--- src/rtl/nps_pkg.sv ---
package nps_pkg;
  typedef enum logic [2:0] {
    PH_IDLE  = 3'd0,
    PH_SETUP = 3'd1,
    PH_CMD   = 3'd2,
    PH_HOLD  = 3'd3,
    PH_DONE  = 3'd4
  } phase_t;

  localparam int NUM_SPACES = 3;
  localparam int NUM_FIELDS = 4;

  localparam logic [1:0] FLD_SETUP = 2'd0;
  localparam logic [1:0] FLD_CMD   = 2'd1;
  localparam logic [1:0] FLD_HOLD  = 2'd2;
  localparam logic [1:0] FLD_HIZ   = 2'd3;
endpackage

--- src/rtl/nps_timing_bank.sv ---
module nps_timing_bank
  import nps_pkg::*;
#(
  parameter int CW = 8
) (
  input  logic          clk,
  input  logic          rst,
  input  logic          we,
  input  logic [1:0]    wspace,
  input  logic [1:0]    wfield,
  input  logic [CW-1:0] wdata,
  input  logic [1:0]    rspace,
  output logic [CW-1:0] t_setup,
  output logic [CW-1:0] t_cmd,
  output logic [CW-1:0] t_hold,
  output logic [CW-1:0] t_hiz
);
  localparam int VW = NUM_FIELDS * CW;

  logic [VW-1:0] space_vec [NUM_SPACES];
  logic [1:0]    rsel;
  logic [VW-1:0] sel_vec;

  for (genvar s = 0; s < NUM_SPACES; s++) begin : g_space
    logic [CW-1:0] fld [NUM_FIELDS];

    always_ff @(posedge clk) begin
      if (rst) begin
        for (int f = 0; f < NUM_FIELDS; f++) fld[f] <= '0;
      end else if (we && (wspace == 2'(s))) begin
        fld[wfield] <= wdata;
      end
    end

    assign space_vec[s] = {fld[3], fld[2], fld[1], fld[0]};
  end

  // space code 3 has no bank of its own and falls back to the common set
  always_comb begin
    rsel = (rspace < 2'(NUM_SPACES)) ? rspace : 2'd0;
  end

  assign sel_vec = space_vec[rsel];
  assign t_setup = sel_vec[int'(FLD_SETUP)*CW +: CW];
  assign t_cmd   = sel_vec[int'(FLD_CMD)*CW   +: CW];
  assign t_hold  = sel_vec[int'(FLD_HOLD)*CW  +: CW];
  assign t_hiz   = sel_vec[int'(FLD_HIZ)*CW   +: CW];
endmodule

--- src/rtl/nps_hiz_timer.sv ---
module nps_hiz_timer #(
  parameter int CW = 8
) (
  input  logic          clk,
  input  logic          rst,
  input  logic          load,
  input  logic [CW-1:0] load_val,
  input  logic          busy,
  output logic          expired
);
  logic [CW-1:0] cnt;

  always_ff @(posedge clk) begin
    if (rst) begin
      cnt <= '0;
    end else if (load) begin
      cnt <= load_val;
    end else if (busy && (cnt != '0)) begin
      cnt <= cnt - CW'(1);
    end
  end

  assign expired = (cnt == '0);
endmodule

--- src/rtl/nps_phase_fsm.sv ---
module nps_phase_fsm
  import nps_pkg::*;
#(
  parameter int CW = 8,
  parameter int DW = 8
) (
  input  logic          clk,
  input  logic          rst,
  input  logic          accept,
  input  logic          wr_q,
  input  logic          hiz_expired,
  input  logic [CW-1:0] t_setup,
  input  logic [CW-1:0] t_cmd,
  input  logic [CW-1:0] t_hold,
  input  logic [DW-1:0] bus_din,
  output phase_t        phase,
  output logic [DW-1:0] rd_data
);
  logic [CW-1:0] cnt;
  logic [CW-1:0] cmd_q;
  logic [CW-1:0] hold_q;
  logic          cmd_min_met;
  logic          cmd_can_end;

  function automatic logic [CW-1:0] at_least_one(input logic [CW-1:0] v);
    return (v == '0) ? CW'(1) : v;
  endfunction

  assign cmd_min_met = (cnt <= CW'(1));
  // a write keeps the strobe low until the data enable has been on
  assign cmd_can_end = cmd_min_met && (!wr_q || hiz_expired);

  always_ff @(posedge clk) begin
    if (rst) begin
      phase   <= PH_IDLE;
      cnt     <= '0;
      cmd_q   <= '0;
      hold_q  <= '0;
      rd_data <= '0;
    end else begin
      case (phase)
        PH_IDLE: begin
          if (accept) begin
            cmd_q  <= t_cmd;
            hold_q <= t_hold;
            if (t_setup != '0) begin
              phase <= PH_SETUP;
              cnt   <= t_setup;
            end else begin
              phase <= PH_CMD;
              cnt   <= at_least_one(t_cmd);
            end
          end
        end
        PH_SETUP: begin
          if (cnt == CW'(1)) begin
            phase <= PH_CMD;
            cnt   <= at_least_one(cmd_q);
          end else begin
            cnt <= cnt - CW'(1);
          end
        end
        PH_CMD: begin
          if (cmd_can_end) begin
            if (!wr_q) rd_data <= bus_din;
            if (hold_q != '0) begin
              phase <= PH_HOLD;
              cnt   <= hold_q;
            end else begin
              phase <= PH_DONE;
            end
          end else if (!cmd_min_met) begin
            cnt <= cnt - CW'(1);
          end
        end
        PH_HOLD: begin
          if (cnt == CW'(1)) phase <= PH_DONE;
          else               cnt   <= cnt - CW'(1);
        end
        PH_DONE: phase <= PH_IDLE;
        default: phase <= PH_IDLE;
      endcase
    end
  end
endmodule

--- src/rtl/nand_phase_seq.sv ---
module nand_phase_seq
  import nps_pkg::*;
#(
  parameter int AW = 16,
  parameter int DW = 8,
  parameter int CW = 8
) (
  input  logic          clk,
  input  logic          rst,
  input  logic          cfg_we,
  input  logic [1:0]    cfg_space,
  input  logic [1:0]    cfg_field,
  input  logic [CW-1:0] cfg_data,
  input  logic          req_valid,
  output logic          req_ready,
  input  logic          req_write,
  input  logic [1:0]    req_space,
  input  logic [AW-1:0] req_addr,
  input  logic [DW-1:0] req_wdata,
  output logic [AW-1:0] bus_addr,
  output logic          cmd_n,
  output logic [DW-1:0] bus_dout,
  output logic          bus_doe,
  input  logic [DW-1:0] bus_din,
  output logic [DW-1:0] rd_data,
  output logic          done
);
  phase_t        phase;
  logic          accept;
  logic          wr_q;
  logic [AW-1:0] addr_q;
  logic [DW-1:0] wdata_q;
  logic [CW-1:0] t_setup, t_cmd, t_hold, t_hiz;
  logic          hiz_expired;
  logic          in_access;

  assign accept = req_valid && req_ready;

  always_ff @(posedge clk) begin
    if (rst) begin
      wr_q    <= 1'b0;
      addr_q  <= '0;
      wdata_q <= '0;
    end else if (accept) begin
      wr_q    <= req_write;
      addr_q  <= req_addr;
      wdata_q <= req_wdata;
    end
  end

  nps_timing_bank #(.CW(CW)) u_bank (
    .clk     (clk),
    .rst     (rst),
    .we      (cfg_we),
    .wspace  (cfg_space),
    .wfield  (cfg_field),
    .wdata   (cfg_data),
    .rspace  (req_space),
    .t_setup (t_setup),
    .t_cmd   (t_cmd),
    .t_hold  (t_hold),
    .t_hiz   (t_hiz)
  );

  nps_hiz_timer #(.CW(CW)) u_hiz (
    .clk      (clk),
    .rst      (rst),
    .load     (accept),
    .load_val (req_write ? t_hiz : '0),
    .busy     (phase != PH_IDLE),
    .expired  (hiz_expired)
  );

  nps_phase_fsm #(.CW(CW), .DW(DW)) u_fsm (
    .clk         (clk),
    .rst         (rst),
    .accept      (accept),
    .wr_q        (wr_q),
    .hiz_expired (hiz_expired),
    .t_setup     (t_setup),
    .t_cmd       (t_cmd),
    .t_hold      (t_hold),
    .bus_din     (bus_din),
    .phase       (phase),
    .rd_data     (rd_data)
  );

  assign in_access = (phase == PH_SETUP) || (phase == PH_CMD) || (phase == PH_HOLD);
  assign req_ready = (phase == PH_IDLE);
  assign cmd_n     = (phase != PH_CMD);
  assign done      = (phase == PH_DONE);
  assign bus_doe   = wr_q && hiz_expired && in_access;
  assign bus_addr  = addr_q;
  assign bus_dout  = wdata_q;
endmodule

--- config.mk ---
export PLATFORM = sky130hd
export DESIGN_NAME = nand_phase_seq
export DESIGN_NICKNAME = d
export VERILOG_FILES = /design/src/rtl/nps_pkg.sv /design/src/rtl/nps_timing_bank.sv /design/src/rtl/nps_hiz_timer.sv /design/src/rtl/nps_phase_fsm.sv /design/src/rtl/nand_phase_seq.sv
export SDC_FILE = /design/constraint.sdc
export NUM_CORES = 1
export LEC_CHECK = 0
export BUFFER_PORTS_ARGS = -buffer_cell sky130_fd_sc_hd__buf_2
export CAP_MARGIN = 40
export CORE_UTILIZATION = 59
export DETAILED_ROUTE_END_ITERATION = 8
export GPL_TIMING_DRIVEN = 0
export PLACE_DENSITY = 0.78
export SLEW_MARGIN = 5
export SYNTH_ARGS = -nofsm -noshare
export SYNTH_HDL_FRONTEND = slang
export SYNTH_SLANG_ARGS = --single-unit
--- constraint.sdc ---
create_clock -name clk -period 2.6 [get_ports clk]
set_input_delay 0.39 -clock clk [delete_from_list [all_inputs] [get_ports clk]]
set_output_delay 0.39 -clock clk [all_outputs]
set_load 0.03 [all_outputs]
* Word level (Yosys, flattened, before mapping)
Memories as Yosys holds them, arrays and structs flattened.
Index checks and enable logic that the tools add are counted.
** Word-level totals
- Bits in registers :: 68
- Memory bits (writable) :: 96
- Logic and storage cells :: 108
- Memories :: 3
** Memory list
- u_bank.g_space[0].fld :: depth 4, bits a word 8, read ports 4, clocked after memory_dff 0, write ports 4, RTL line nps_timing_bank.sv:25 : logic [CW-1:0] fld [NUM_FIELDS];
- u_bank.g_space[1].fld :: depth 4, bits a word 8, read ports 4, clocked after memory_dff 0, write ports 4, RTL line nps_timing_bank.sv:25
- u_bank.g_space[2].fld :: depth 4, bits a word 8, read ports 4, clocked after memory_dff 0, write ports 4, RTL line nps_timing_bank.sv:25
** Cells by class
- Add/subtract/negate cells :: 2
- Order comparisons :: 3
- Equality and inequality tests :: 15
- Muxes and demuxes :: 44
- Bitwise operators :: 2
- Reductions and logical operators :: 30
** Operator list (count)
- 8-bit 2-to-1 mux :: 15
- 32-bit binary-select mux with 2-bit select :: 1
- 32-bit 2-to-1 mux :: 2
- 8-bit case mux with 4 select lines :: 1
- 8-bit zero test :: 3
- 8-bit nonzero test :: 3
- 8-bit OR reduction :: 3
- 8-bit by 1-bit subtractor with 8-bit output (second input constant) :: 2
- 3-bit 2-to-1 mux :: 5
- 1-bit 2-to-1 mux :: 14
- 3-bit case mux with 4 select lines :: 1
- 2-bit 2-to-1 mux :: 5
- 8-bit by 1-bit == test with 1-bit output (second input constant) :: 1
- 8-bit by 1-bit <= comparator with 1-bit output (second input constant) :: 1
- 1-bit logical AND :: 8
- 2-bit by 1-bit inequality test with 1-bit output (second input constant) :: 4
- 3-bit by 2-bit == test with 1-bit output (second input constant) :: 2
- 3-bit inequality test (second input constant) :: 2
- 5-bit AND reduction :: 1
- 4-bit AND reduction :: 1
- 4-bit nonzero test :: 1
- 3-bit by 1-bit == test with 1-bit output (second input constant) :: 1
- 3-bit == test (second input constant) :: 1
- 3-bit greater-or-equal comparator (second input constant) :: 1
- other kinds (15) :: 17

* Longest topological paths before layout
- Word-level depth :: 11
- Gate-level depth with buffers :: 10
- Gate-level depth less buffers :: 8

* Cells and area by module
A second synthesis with hierarchy kept.
** Unflattened totals
- Cell total of the unflattened synthesis :: 774
- Area, all modules :: 8548.2 um^2
** Modules (own cells, without submodules)
- nps_timing_bank :: times used 1, cells an instance 359, area each 4869.7 um^2, sequential area each 2882.8 um^2
- nps_phase_fsm :: times used 1, cells an instance 232, area each 1925.6 um^2, sequential area each 700.7 um^2
- nand_phase_seq :: times used 1, cells an instance 124, area each 1237.4 um^2, sequential area each 500.5 um^2
- nps_hiz_timer :: times used 1, cells an instance 59, area each 515.5 um^2, sequential area each 160.2 um^2

* Worst setup path after synthesis
No wires, ideal clock.
- Path kind :: input -> register
- From :: input port req_space[1]
- To :: register u_fsm.cnt[0]
- Arrival :: 2142 ps
- Path slack :: 396 ps
- Stages on the path :: 8
- Cell sequence :: buf_4 > nand2b_2 > buf_2 > o221a_2 > nand4b_1 > or4_2 > a2bb2oi_1 > a32o_1
** On the way
- Cells in the longest elaborated chain, start to end :: 11
- Elaborated cells on any way between the ends :: 12
** Ends and longest elaborated chain
- start, declared :: RTL line nand_phase_seq.sv:17 : input logic [1:0] req_space,
- 2-bit less-than comparator :: RTL line nps_timing_bank.sv:40 : rsel = (rspace < 2'(NUM_SPACES)) ? rspace : 2'd0;
- 2-bit 2-to-1 mux * :: RTL line nps_timing_bank.sv:40
- 2-bit NOT with 3-bit output (not written as such) * :: RTL line nps_timing_bank.sv:43 : assign sel_vec = space_vec[rsel];
- 32-bit binary-select mux with 2-bit select * :: RTL line nps_timing_bank.sv:43
- 32-bit 2-to-1 mux (not written as such) * (2 in a row) :: RTL line nps_timing_bank.sv:43
- 8-bit zero test :: RTL line nps_phase_fsm.sv:26 : return (v == '0) ? CW'(1) : v;
- 8-bit 2-to-1 mux :: RTL line nps_phase_fsm.sv:26
- 8-bit 2-to-1 mux * :: RTL line nps_phase_fsm.sv:46 : if (t_setup != '0) begin
- 8-bit 2-to-1 mux * :: RTL line nps_phase_fsm.sv:43 : if (accept) begin
- 8-bit case mux with 4 select lines * :: RTL line nps_phase_fsm.sv:41 : case (phase)
- end signal, assigned :: RTL line nps_phase_fsm.sv:48 : cnt <= t_setup;
- end signal, assigned :: RTL line nps_phase_fsm.sv:51 : cnt <= at_least_one(t_cmd);
- end signal, assigned :: RTL line nps_phase_fsm.sv:58 : cnt <= at_least_one(cmd_q);
- end, declared :: RTL line nps_phase_fsm.sv:19 : logic [CW-1:0] cnt;
Every way passes the cells marked *; elsewhere a longest branch is shown, timed or not. The select of a mux whose other input is x is not followed.
A chain may end at the register's enable or synchronous reset.

* Worst setup path after layout
- From :: register u_hiz.cnt[4]
- To :: register u_fsm.cnt[7]
** On the way
- Cells in the longest elaborated chain, start to end :: 5
- Elaborated cells on any way between the ends :: 8
** Ends and longest elaborated chain
- start, declared :: RTL line nps_hiz_timer.sv:11 : logic [CW-1:0] cnt;
- start signal, assigned :: RTL line nps_hiz_timer.sv:17 : cnt <= load_val;
- start signal, assigned :: RTL line nps_hiz_timer.sv:19 : cnt <= cnt - CW'(1);
- 8-bit zero test * :: RTL line nps_hiz_timer.sv:23 : assign expired = (cnt == '0);
- 1-bit logical OR * :: RTL line nps_phase_fsm.sv:31 : assign cmd_can_end = cmd_min_met && (!wr_q || hiz_expired);
- 1-bit logical AND * :: RTL line nps_phase_fsm.sv:31
- 3-bit inequality test (no source line) or 8-bit 2-to-1 mux (tied branches)
- 5-bit AND reduction (no source line) or 8-bit case mux with 4 select lines (tied branches)
Every way passes the cells marked *; elsewhere a longest branch is shown, timed or not.

==> impl_metrics.csv <==
group,metric,value,unit
run_status,status,"finished, final reports clean",
cts,clockBufferDepth,2,
route,vias,6137,
power_and_ir_drop,power.density,938.6,mW/mm2
synthesis,synth_edf_count,96,
place,port_buffers,84,
global_routing,grt_pass1_wl,29270,um
synthesis,synth_top_area_cell,"edfxtp_1",
setup_path,critPathCaptureType,"register",
cts,cts_made_buffers,17,
hold_path,holdCritPathClass,"in2reg",
floorplanning,die_x,117.2,um
finish,syn2layout_area_growth,15.82,%
power_and_ir_drop,p_leak,3.513,nW
timing,fin_worst_skew,0.004159,ns
synthesis,synth_common_cells,"edfxtp_1, and2_1, nand2_1, dfxtp_1, nor2_1",
floorplanning,die_area,0.01373,mm2
setup_path,cp-start-kind,"register",
synthesis,synth_warnings,0,
setup_path,crit_fanout,6,
route,drc,0,
cts,clkSlewWorstSetupHoldPaths,0.06,ns
place,dpl.hpwl,13860,um
synthesis,synth-simple-area-share,23.01,%
route,wl_per_cell,18.30,um
flow_run,maxCapViolations,0,
timing,clock.fmax,399.4,MHz
timing,max_slew_margin,43.03,%
timing,post-route-period-util,96.31,%
cts,htreeDepth,4,
setup_path,crit_type,"reg2reg",
route,drtAntennaViolNets,0,
route,routed_wl,19080,um
timing,setup_viol,0,
floorplanning,core_area,0.01277,mm2
finish,regArea,0.004244,mm2
cts,clkSinkCount,164,
synthesis,synthXorXnorAreaFrac,0.8956,%
timing,timing.setup.tns,0,ns
synthesis,synthCells,755,
global_routing,antenna_found_initial,0,
synthesis,syn_area,0.007824,mm2
setup_path,worstPathCellList,"or4_4, o41ai_4, a41oi_2, a21o_1, a221o_1, a32o_1",
global_routing,grt_start_max_net_pins,17,
cts,clock_latency,0.43,ns
synthesis,synth-main-ff-cell,"edfxtp_1",
setup_path,arrival,2.82,ns
route,first_pass_iters,5,
synthesis,ys_seq_area_share,54.25,%
synthesis,synthArstFlopShare,0,%
route,drtIter0Drc,448,
cts,cts_root_buf,"clkbuf_16",
synthesis,synth_area_leaders,"edfxtp_1, dfxtp_1, and2_1",
synthesis,synth_area_per_cell,10.36,um2
synthesis,yosysUniqueCellTypes,67,
setup_path,cp_slowest_cell,"or4_4",
synthesis,syn-num-nets,810,
place,place_congestion,0.9194,
finish,drive_gt1_share,19.40,%
finish,fill_cells,927,
global_routing,grt.overflow.total,0,
setup_path,cp.required,2.92,ns
timing,hold_viol,0,
global_routing,grt_pass1_vias,5725,
floorplanning,start_util,61.25,%
power_and_ir_drop,vdd_drop_max,0.0005388,V
finish,multi_input_comb_area,0.003337,mm2
synthesis,synth_top_family_by_area,"simple AND/OR/NAND/NOR gates",
place,post-place-ws,-0.1831,ns
timing,grt_setup_unrepaired,"no",
route,detail_route.vias_per_cell,5.884,
timing,setup_ws,0.09599,ns
setup_path,slowest_delay,0.57,ns
setup_path,path_delay_family,"compound AO/OA/AOI/OAI gates",
synthesis,post-synth-top-count-cell,"edfxtp_1",
timing,worst_pin_slew,0.8480,ns
floorplanning,ios,87,
synthesis,ys_ff_latch,164,
finish,finalInstanceArea,0.009061,mm2
cts,cts_tree,"built",
global_routing,track_usage,29.18,%
cts,cts_setup_buffers,0,
finish,n_antenna_cell,0,
timing,drv_slew,0,
synthesis,synthAdderAreaFrac,0.6397,%
setup_path,critPathBufInv,0,
place,placed_cell_area,0.008459,mm2
floorplanning,rows,41,
timing,min_period,2.504,ns
synthesis,synth_compound_area_share,13.64,%
floorplanning,die_h,117.2,um
synthesis,synthMuxAreaShare,4.302,%
synthesis,synth_top_area_share,36.85,%
finish,fin_nets,913,
## timing repair
action / in CTS / in global routing
hold buffers: 0 / 0
setup endpoints to repair: 0 / 8
resized for setup: 0 / 3
## worst register-to-register path: cells and delay by family (launching register included)
family	cells	cell delay [ns]
AO/OA/AOI/OAI	5	1.46
flip-flops	1	0.36
AND/OR/NAND/NOR	1	0.57
## cells in the final DEF (no fill, tap or decap), drive strengths merged, types with 8 or more instances in the layout
cell / n
nand2: 85
or2: 8
nor2b: 16
a21oi: 56
a32o: 8
mux2i: 28
nor2: 59
o21ai: 13
edfxtp: 96
or3b: 12
nand3: 14
and2: 92
a211oi: 23
and3: 11
nor3: 10
o221ai: 13
clkbuf: 56
inv: 10
dfxtp: 68
buf: 94
## layer usage
metal | track usage [%] | vias to the layer above | wire (um)
met2 | 47.06 | 294 | 9056
met1 | 36.45 | 2858 | 7892
met4 | 15.70 | 0 | 679
met5 | 0 | - | 0
li1 | - | 2935 | -
met3 | 7.003 | 50 | 1455
## metrics by stage
stage	hold WS, ns	total power, W	instances	utilization, %
3_3_place_gp	0.4392	0.005894	1011	66.23
2_1_floorplan	0.4332	0.005305	755	-
3_5_place_dp	0.4447	0.005973	1011	66.23
5_1_grt	0.2005	0.008929	1043	70.94
6_report	0.1976	0.008505	1043	70.94
4_1_cts	0.1874	0.008454	1043	70.84
## cell type report
cell class	count	area share [%]
Timing Repair Buffer	84	4.640
Clock inverter	14	1.767
Sequential cell	164	46.84
Tap cell	172	2.375
Multi-Input combinational cell	534	36.83
Inverter	8	0.3314
Buffer	49	2.486
Clock buffer	18	4.736
## kinds of logic (layout without fill, tap and decap cells)
logic type / count (synthesis) / count (layout)
compound gates: 152 / 152
xor+xnor: 8 / 8
fa+ha+maj: 4 / 4
buf+inv: 57 / 173
flops: 164 / 164
mux: 33 / 33
simple gates: 337 / 337
## report_power, final
group          internal, W  switching (W)
clock network      0.00150        0.00101
logic             0.000994        0.00161
registers          0.00310       0.000296
total              0.00560        0.00291
## state kept, by name, summed over array words and instances (netlist names)
| register | flops |
|---|---|
| u_bank.g_space.fld | 96 |
| bus_addr | 16 |
| bus_dout | 8 |
| u_fsm.cmd_q | 8 |
| u_fsm.cnt | 8 |
| u_fsm.hold_q | 8 |
| u_fsm.rd_data | 8 |
| u_hiz.cnt | 8 |
| u_fsm.phase | 3 |
| wr_q | 1 |
## final timing paths
check	start	depth (start not counted)	slack, ns	end
worst min-delay path	bus_din[7]	3	0.20	u_fsm.rd_data[7]
worst max register to register	u_hiz.cnt[4]	6	0.1	u_fsm.cnt[7]
worst max-delay path	u_hiz.cnt[4]	6	0.1	u_fsm.cnt[7]
worst min register to register	bus_addr[11]	2	0.45	bus_addr[11]
No activity file was read; power rests on OpenSTA's default activity.
